`src/rtl/dec_err_pkg.sv`:
```
// Shared definitions for the decoder error recovery sequencer.
// Assumes a five-bit status vector with a fixed bit order that software decodes.
package dec_err_pkg;
    localparam int ST_W   = 5;
    localparam int SRC_W  = ST_W + 1;
    localparam int SB_SCD = 0;
    localparam int SB_BSE = 1;
    localparam int SB_RLO = 2;
    localparam int SB_MCE = 3;
    localparam int SB_IDD = 4;
    localparam logic [ST_W-1:0] ERR_MASK = 5'b01110;

    typedef enum logic [1:0] {
        RS_IDLE  = 2'd0,
        RS_DRAIN = 2'd1,
        RS_FLUSH = 2'd2,
        RS_READY = 2'd3
    } rstate_e;
endpackage

```
`src/rtl/err_status_reg.sv`:
```
// Sticky status register: turns event strobes into set bits, clears them by
// write-one-to-clear or software reset. Set has priority over clear.
// Assumes events are single-cycle strobes synchronous to clk.
module err_status_reg
    import dec_err_pkg::*;
#(
    parameter int RLW = 8
) (
    input  logic            clk,
    input  logic            rst_n,
    input  logic            sw_reset,
    input  logic            ev_bad_sync,
    input  logic            ev_bs_err,
    input  logic            ev_mb_last,
    input  logic [RLW-1:0]  rl_code,
    input  logic            ev_mc_err,
    input  logic            ev_in_done,
    input  logic            clr_we,
    input  logic [ST_W-1:0] clr_mask,
    output logic [ST_W-1:0] status
);
    logic [ST_W-1:0] set_vec;
    logic [ST_W-1:0] clr_vec;

    // Map event strobes onto status bit positions.
    always_comb begin
        set_vec         = '0;
        set_vec[SB_SCD] = ev_bad_sync;
        set_vec[SB_BSE] = ev_bad_sync | ev_bs_err;
        set_vec[SB_RLO] = ev_mb_last && (rl_code != {RLW{1'b1}});
        set_vec[SB_MCE] = ev_mc_err;
        set_vec[SB_IDD] = ev_in_done;
        clr_vec         = clr_we ? clr_mask : '0;
    end

    // Hold sticky bits; set beats clear, resets beat both.
    always_ff @(posedge clk) begin
        if (!rst_n || sw_reset) begin
            status <= '0;
        end else begin
            status <= (status & ~clr_vec) | set_vec;
        end
    end


    sticky_hold_chk: assert property (@(posedge clk) disable iff (!rst_n)
        (!sw_reset && !clr_we) |=> ((status & $past(status)) == $past(status)));

    bad_sync_pair_chk: assert property (@(posedge clk) disable iff (!rst_n)
        (ev_bad_sync && !sw_reset) |=> (status[SB_SCD] && status[SB_BSE]));

    rl_overflow_chk: assert property (@(posedge clk) disable iff (!rst_n)
        (ev_mb_last && (rl_code != {RLW{1'b1}}) && !sw_reset) |=> status[SB_RLO]);
endmodule

```
`src/rtl/recov_fsm.sv`:
```
// Recovery sequencer: idle -> drain in-flight transactions -> flush output
// DMA -> wait for software reset. Assumes pend_zero and flush_done are level
// or pulse indications from the bus and DMA side; software reset wins always.
module recov_fsm
    import dec_err_pkg::*;
(
    input  logic    clk,
    input  logic    rst_n,
    input  logic    sw_reset,
    input  logic    err_any,
    input  logic    pend_zero,
    input  logic    flush_done,
    output rstate_e state,
    output logic    bus_quiesce,
    output logic    dma_flush_req,
    output logic    rdy_rst
);
    rstate_e nxt;

    // Next-state selection for the shutdown order.
    always_comb begin
        nxt = state;
        case (state)
            RS_IDLE:  if (err_any)    nxt = RS_DRAIN;
            RS_DRAIN: if (pend_zero)  nxt = RS_FLUSH;
            RS_FLUSH: if (flush_done) nxt = RS_READY;
            RS_READY: nxt = RS_READY;
            default:  nxt = RS_IDLE;
        endcase
    end

    // State register with reset and software-reset return to idle.
    always_ff @(posedge clk) begin
        if (!rst_n || sw_reset) begin
            state <= RS_IDLE;
        end else begin
            state <= nxt;
        end
    end

    // Decode handshake outputs from the state.
    always_comb begin
        bus_quiesce   = (state != RS_IDLE);
        dma_flush_req = (state == RS_FLUSH);
        rdy_rst       = (state == RS_READY);
    end


    drain_wait_chk: assert property (@(posedge clk) disable iff (!rst_n)
        (state == RS_DRAIN && !pend_zero && !sw_reset) |=> (state == RS_DRAIN));

    ready_after_flush_chk: assert property (@(posedge clk) disable iff (!rst_n)
        $rose(rdy_rst) |-> ($past(dma_flush_req) && $past(flush_done)));

    ready_hold_chk: assert property (@(posedge clk) disable iff (!rst_n)
        (rdy_rst && !sw_reset) |=> rdy_rst);
endmodule

```
`src/rtl/flush_trigger.sv`:
```
// Flush command generator: on a rising edge of the decoder-stopped input it
// emits a one-cycle pulse if the selected stop reason is recorded in status.
// Assumes mode_in_done selects input-DMA-done (1) or start-code-seen (0).
module flush_trigger (
    input  logic clk,
    input  logic rst_n,
    input  logic mode_in_done,
    input  logic stopped,
    input  logic scd_bit,
    input  logic idd_bit,
    output logic flush_cmd
);
    logic stopped_q;
    logic reason_ok;

    // Pick the stop reason that qualifies a flush.
    always_comb begin
        reason_ok = mode_in_done ? idd_bit : scd_bit;
    end

    // Edge-detect the stop input and register the pulse.
    always_ff @(posedge clk) begin
        if (!rst_n) begin
            stopped_q <= 1'b0;
            flush_cmd <= 1'b0;
        end else begin
            stopped_q <= stopped;
            flush_cmd <= stopped && !stopped_q && reason_ok;
        end
    end


    flush_pulse_chk: assert property (@(posedge clk) disable iff (!rst_n)
        flush_cmd |=> !flush_cmd);

    flush_cause_chk: assert property (@(posedge clk) disable iff (!rst_n)
        flush_cmd |-> $past(stopped));
endmodule

```
`src/rtl/dec_err_recovery.sv`:
```
// Top of the decoder error recovery sequencer: status register, recovery
// state machine, flush trigger, CPU register port and level interrupt.
// Assumes DW >= 6 so the status plus ready bit fits one read word.
module dec_err_recovery
    import dec_err_pkg::*;
#(
    parameter int RLW = 8,
    parameter int AW  = 2,
    parameter int DW  = 8
) (
    input  logic           clk,
    input  logic           rst_n,
    input  logic           sw_reset,
    input  logic           ev_bad_sync,
    input  logic           ev_bs_err,
    input  logic           ev_mb_last,
    input  logic [RLW-1:0] rl_code,
    input  logic           ev_mc_err,
    input  logic           ev_in_done,
    input  logic           dec_stopped,
    input  logic           reg_we,
    input  logic [AW-1:0]  reg_addr,
    input  logic [DW-1:0]  reg_wdata,
    output logic [DW-1:0]  reg_rdata,
    input  logic           pend_zero,
    input  logic           flush_done,
    output logic           err_any,
    output logic           bus_quiesce,
    output logic           dma_flush_req,
    output logic           ready_to_reset,
    output logic           flush_cmd,
    output logic           irq
);
    localparam logic [AW-1:0] A_STAT = AW'(0);
    localparam logic [AW-1:0] A_IEN  = AW'(1);
    localparam logic [AW-1:0] A_CTL  = AW'(2);

    logic [ST_W-1:0]  status;
    logic [DW-1:0]    ien_q;
    logic [DW-1:0]    ctl_q;
    logic [SRC_W-1:0] src;
    rstate_e          state;
    logic             clr_we;

    assign clr_we = reg_we && (reg_addr == A_STAT);

    err_status_reg #(.RLW(RLW)) u_status (
        .clk        (clk),
        .rst_n      (rst_n),
        .sw_reset   (sw_reset),
        .ev_bad_sync(ev_bad_sync),
        .ev_bs_err  (ev_bs_err),
        .ev_mb_last (ev_mb_last),
        .rl_code    (rl_code),
        .ev_mc_err  (ev_mc_err),
        .ev_in_done (ev_in_done),
        .clr_we     (clr_we),
        .clr_mask   (reg_wdata[ST_W-1:0]),
        .status     (status)
    );

    recov_fsm u_fsm (
        .clk          (clk),
        .rst_n        (rst_n),
        .sw_reset     (sw_reset),
        .err_any      (err_any),
        .pend_zero    (pend_zero),
        .flush_done   (flush_done),
        .state        (state),
        .bus_quiesce  (bus_quiesce),
        .dma_flush_req(dma_flush_req),
        .rdy_rst      (ready_to_reset)
    );

    flush_trigger u_flush (
        .clk         (clk),
        .rst_n       (rst_n),
        .mode_in_done(ctl_q[0]),
        .stopped     (dec_stopped),
        .scd_bit     (status[SB_SCD]),
        .idd_bit     (status[SB_IDD]),
        .flush_cmd   (flush_cmd)
    );

    // Aggregate error, interrupt sources and level interrupt.
    always_comb begin
        err_any = |(status & ERR_MASK);
        src     = {ready_to_reset, status};
        irq     = |(src & ien_q[SRC_W-1:0]);
    end

    // Enable and control registers written by the CPU.
    always_ff @(posedge clk) begin
        if (!rst_n) begin
            ien_q <= '0;
            ctl_q <= '0;
        end else if (reg_we) begin
            if (reg_addr == A_IEN) ien_q <= reg_wdata;
            if (reg_addr == A_CTL) ctl_q <= reg_wdata;
        end
    end

    // Read mux for the register port.
    always_comb begin
        reg_rdata = '0;
        case (reg_addr)
            A_STAT:  reg_rdata[SRC_W-1:0] = src;
            A_IEN:   reg_rdata = ien_q;
            A_CTL:   reg_rdata = ctl_q;
            default: reg_rdata = '0;
        endcase
    end


    quiesce_follow_chk: assert property (@(posedge clk) disable iff (!rst_n)
        (err_any && !bus_quiesce && !sw_reset) |=> bus_quiesce);

    sw_reset_idle_chk: assert property (@(posedge clk) disable iff (!rst_n)
        sw_reset |=> (!bus_quiesce && !err_any));

    flush_needs_quiesce_chk: assert property (@(posedge clk) disable iff (!rst_n)
        $rose(dma_flush_req) |-> $past(bus_quiesce));
endmodule

```
`config.mk`:
```
export PLATFORM = sky130hd
export DESIGN_NAME = dec_err_recovery
export DESIGN_NICKNAME = d
export VERILOG_FILES = /design/src/rtl/dec_err_pkg.sv /design/src/rtl/err_status_reg.sv /design/src/rtl/recov_fsm.sv /design/src/rtl/flush_trigger.sv /design/src/rtl/dec_err_recovery.sv
export SDC_FILE = /design/constraint.sdc
export NUM_CORES = 1
export LEC_CHECK = 0
export CAP_MARGIN = 20
export CORE_MARGIN = 3
export CORE_UTILIZATION = 47
export CTS_CLUSTER_SIZE = 20
export DETAILED_ROUTE_END_ITERATION = 12
export PLACE_DENSITY_LB_ADDON = 0.25
export SYNTH_ARGS = -nofsm -noshare
export SYNTH_HDL_FRONTEND = slang
export SYNTH_SLANG_ARGS = --single-unit
```
`constraint.sdc`:
```
create_clock -name clk -period 4.9 [get_ports clk]
set_clock_uncertainty 0.2 [all_clocks]
set_input_delay 0.98 -clock clk [delete_from_list [all_inputs] [get_ports clk]]
set_output_delay 0.98 -clock clk [all_outputs]
set_load 0.005 [all_outputs]
```
After elaboration in Yosys (flattened, before gate mapping)
Index checks and enable logic that the tools add are counted.
Cells by class
  add/sub/neg operators: 0
  multipliers: 0
  div/mod/pow operators: 0
  order comparisons: 0
  equal/unequal tests: 9
  shift-type cells: 0
  mux-type cells: 8
  bitwise gates (word level): 5
  reduce and logical (&&, ||, !) cells: 15
Operators by type and width (count)
  $pmux 6 s3: 1
  $ne 8x8->1 const B: 1
  $pmux 2 s4: 1
  $and 6x6->6: 1
  $eq 2x2->1 const B: 3
  $mux 2: 3
  $ne 2x2->1 const B: 3
  $reduce_or 6->1: 1
  $and 5x5->5: 1
  $mux 5: 1
  $not 5->5: 1
  $or 5x5->5: 1
  $eq 2x1->1 const B: 2
  $logic_and 1x1->1: 4
  $logic_not 2->1: 2
  $pmux 2 s2: 1
  $reduce_and 2->1: 2
  $reduce_and 3->1: 1
  $reduce_or 3->1: 1
  $logic_not 1->1: 2
  $reduce_bool 2->1: 1
  $logic_or 1x1->1: 1
  $mux 1: 1
  $or 1x1->1: 1
Word-level totals
  register bits after elaboration: 25
  latch bits: 0
  memory bits (writable): 0
  memory bits (read-only): 0
  output and inout bits: 14
  word-level logic and storage cells: 43
  memories kept: 0

Depth between registers and ports, before layout
  depth after elaboration: 6
  gate-level depth with buffers: 6

Modules after synthesis
A second synthesis with hierarchy kept.
Unflattened totals
  cells, all modules: 144
  area, all modules: 1286.2 um^2
By module, submodules not included
  dec_err_recovery: times used 1, cells an instance 102, area an instance 923.4 um^2, seq. area each 320.3 um^2
  err_status_reg: times used 1, cells an instance 24, area an instance 188.9 um^2, seq. area each 100.1 um^2
  recov_fsm: times used 1, cells an instance 13, area an instance 105.1 um^2, seq. area each 40.0 um^2
  flush_trigger: times used 1, cells an instance 5, area an instance 68.8 um^2, seq. area each 40.0 um^2

Worst setup path before layout
Ideal clock, no wire load.
  kind: in2out
  from: input reg_addr[1]
  to: output reg_rdata[3]
  data arrival time: 1.894 ns
  required time: 3.720 ns
  path slack: 1.826 ns
  cell stages on the path: 6
  buffers on the path: 2
  cell sequence: inv_1 > ha_1 > buf_2 > buf_2 > a222oi_1 > nor2_1
On the way
  cells in the longest elaborated chain, start to end: 2
  elaborated cells between the ends (all ways): 4
Ends and longest elaborated chain
  from (decl): line dec_err_recovery.sv:22  | input logic [AW-1:0] reg_addr,
  $eq 2x2->1 (tied with other cells): line dec_err_recovery.sv:106  | case (reg_addr)
  $pmux 6 s3 *: line dec_err_recovery.sv:106
  to (decl): line dec_err_recovery.sv:24  | output logic [DW-1:0] reg_rdata,
Mark *: on every way between the ends. The rest lies on a longest branch, timed or not.

Worst setup path in the final report
  from: input reg_addr[1]
  to: output reg_rdata[0]
Same word-level chain as after synthesis.

==> impl_metrics.yaml <==
synth:
  synth-seq-area-share_pct: 42.11
  synth_enable_flop_cells: 0
  yosys_register_bits: 25
  ffs_w_async_s_r_synth_pct: 0
  synth_ff_type: "dfxtp_1"
  postSynthNetCount: 176
  synth_area_leaders: "dfxtp_1 (42%), a21boi_0 (10%), nand3_1 (8.8%)"
  post_synth_instance_area_sq_um: 1189
  yosysTopAreaCellShare_pct: 42.11
  synthDominantAreaCellType: "dfxtp_1"
  yosys.cell_types.count: 25
  yosys-top-cells-count: "dfxtp_1 (25), nand2_1 (21), nand3_1 (21)"
  ys_warn_count: 0
  syn_avg_cell_area_sq_um: 8.430
  synth_cells: 141
  synth_most_common_cell: "dfxtp_1"
sta:
  final-max-slew-violation-count: 0
  setup_total_negative_slack_ns: 0
  setup_slack_ns: 0.7282
  slew_margin_rel_pct: 46.67
  finalCritPeriodShare_pct: 85.14
  max_freq_mhz: 239.7
  worst_slew_pin_slew_ns: 0.7975
  final.min_clock_period_ns: 4.172
  final-hold-violation-count: 0
  rsz0062_at_grt: "no"
  report.final.setup_viol: 0
clock_tree:
  clk-insertion-delay-late_ns: 0.33
  htree_num_levels: 1
  clockRootBuffer: "clkbuf_4"
  post_cts.repair.setup_buffers: 0
  max_clock_buf_depth: 2
  postCtsHoldBufs: 0
  numClockSinks: 25
  cts_made_buffers: 3
  cts.clk_slew.worst_paths_ns: 0.12
  cts_repair_resize_count: 0
  tritoncts: "built"
placed_design:
  globalplace.congestion: 0.8079
  dpl_cell_area_sq_um: 1622
  dpl.hpwl_um: 2331
  number_of_port_buffers: 43
  dp_worst_setup_slack_ns: 0.7816
worst_setup_path:
  start_kind: "primary input"
  timing.critical_path.slowest_cell_delay_ns: 0.52
  timing_worst_setup_path_type: "primary input to output port"
  crit_family: "buffers and inverters"
  data_arrival_critical_path_ns: 2.99
  cp_data_required_time_ns: 3.72
  critPathMostFrequentCell: "clkdlybuf4s50_1"
  cp.buffers_inverters: 3
  cp-end-kind: "output port"
  cp_slowest_cell: "ha_1"
  crit_chain: "clkdlybuf4s50_1 -> inv_1 -> ha_1 -> a222oi_1 -> nor2_1 -> clkdlybuf4s50_1"
  cp_max_fo: 17
finish:
  fin_util_pct: 71.79
  multi_input_area_sq_um: 644.4
  final-seq-area_sq_um: 500.5
  drive_above_1_share_pct: 3.867
  post-route-cell-area_sq_um: 1649
  diodes: 0
  area_growth_syn_to_layout_pct: 38.74
  layout.nets: 217
  nFillCells: 198
global_routing:
  grt_antenna_before_repair: 0
  grt_remaining_overflow: 0
  grt_pass1_wl_um: 5154
  via_count_of_the_first_global_routing_pass: 1098
  gr-usage-all-layers_pct: 20.36
  maximum_number_of_pins_on_one_net_before_global_route_repair: 24
drt:
  first_iter_violations: 63
  totalWireLength_um: 3175
  routed-via-count: 1250
  avgViaCountPerCell: 5.981
  remaining_drc_errors: 0
  final_ant_viol_nets: 0
  drt_first_pass_iters: 6
  wire_per_inst_um: 15.19
worst_hold_path:
  holdCritPathClass: "register to register"
outcome:
  status: "finished clean"
power:
  p_per_area_nw_per_um2: 229.5
  ir_drop_worst_case_vdd_uv: 229.0
  p_leak_nw: 0.5913
  power_uw: 378.5
floorplanning:
  die_x_extent_um: 56.29
  dieHeight_um: 56.29
  floorplan.die_area_sq_um: 3169
  floorplan.initialDensity_pct: 51.74
  core_area_sq_um: 2297
  floorplan.io_pins: 44
  fp-row-count: 17
run:
  timing.max_cap.violations: 0
sequential cells by signal, indices dropped and copies added, names as in the netlist:
signal / cells
ctl_q: 8
ien_q: 8
u_flush.flush_cmd: 1
u_flush.stopped_q: 1
u_fsm.state: 2
u_status.status: 5
power breakdown:
part	internal (mW)	switching (mW)	total [mW]
registers	0.211	0.00647	0.217
clock network	0.0306	0.0618	0.0924
logic	0.0399	0.0289	0.0688
total	0.281	0.0971	0.379
cells by family (layout without fill, tap and decap cells):
group / Yosys count / after routing / synth area share (%)
AND/OR/NAND/NOR: 65 / 65 / 25.79
AO/OA/AOI/OAI: 35 / 35 / 22.32
flip-flops: 25 / 25 / 42.11
buffers and inverters: 10 / 50 / 3.684
adder cells (fa/ha/maj): 5 / 5 / 5.263
multiplexers: 1 / 1 / 0.8421
placed cells by master (no fill, tap or decap), types with 2 or more instances in the layout:
| cell | netlist | routed |
|---|---|---|
| nand2_1 | 21 | 21 |
| clkdlybuf4s50_1 | 0 | 43 |
| nand3_1 | 21 | 21 |
| inv_1 | 3 | 3 |
| nor2b_1 | 2 | 2 |
| a222oi_1 | 8 | 8 |
| nor2_1 | 11 | 11 |
| a22oi_1 | 2 | 2 |
| a21oi_1 | 6 | 6 |
| ha_1 | 5 | 5 |
| clkbuf_4 | 0 | 3 |
| nand4_1 | 2 | 2 |
| dfxtp_1 | 25 | 25 |
| a211oi_1 | 2 | 2 |
| a21boi_0 | 16 | 16 |
layout make-up:
class / count / area share [%]
Clock buffer: 3 / 1.366
Tap cell: 28 / 2.124
Inverter: 3 / 0.6829
Timing Repair Buffer: 43 / 26.10
Multi-Input combinational cell: 106 / 39.07
Sequential cell: 25 / 30.35
Clock inverter: 1 / 0.3035
per-stage QoR:
| stage | hold slack [ns] | cells |
|---|---|---|
| 6_report | 0.1986 | 209 |
| 5_1_grt | 0.2153 | 209 |
| 4_1_cts | 0.2036 | 209 |
| 3_5_place_dp | 0.1855 | 205 |
| 3_3_place_gp | 0.1833 | 205 |
| 2_1_floorplan | 0.1729 | 141 |
worst paths after layout:
| kind | depth (start not counted) | to | slack (ns) | startpoint |
|---|---|---|---|---|
| hold / removal | 1 | u_flush.flush_cmd$_SDFF_PN0_ | 0.20 | u_flush.stopped_q$_SDFF_PN0_ |
| setup / recovery | 6 | reg_rdata[0] | 0.73 | reg_addr[1] |
| hold reg to reg | 1 | u_flush.flush_cmd$_SDFF_PN0_ | 0.20 | u_flush.stopped_q$_SDFF_PN0_ |
| setup reg to reg | 3 | u_fsm.state[0]$_SDFFE_PP0P_ | 3.49 | u_status.status[3]$_SDFF_PP0_ |
per-layer routing:
layer  wire length (um)  global-route usage, %  vias to the layer above
met4                 48                  8.475                        0
met1               1271                  25.28                      582
met2               1561                  32.39                       69
met3                293                  6.437                        8
li1                   -                      -                      591
met5                  0                      0                        -
Power figures use the tool's default switching activity.
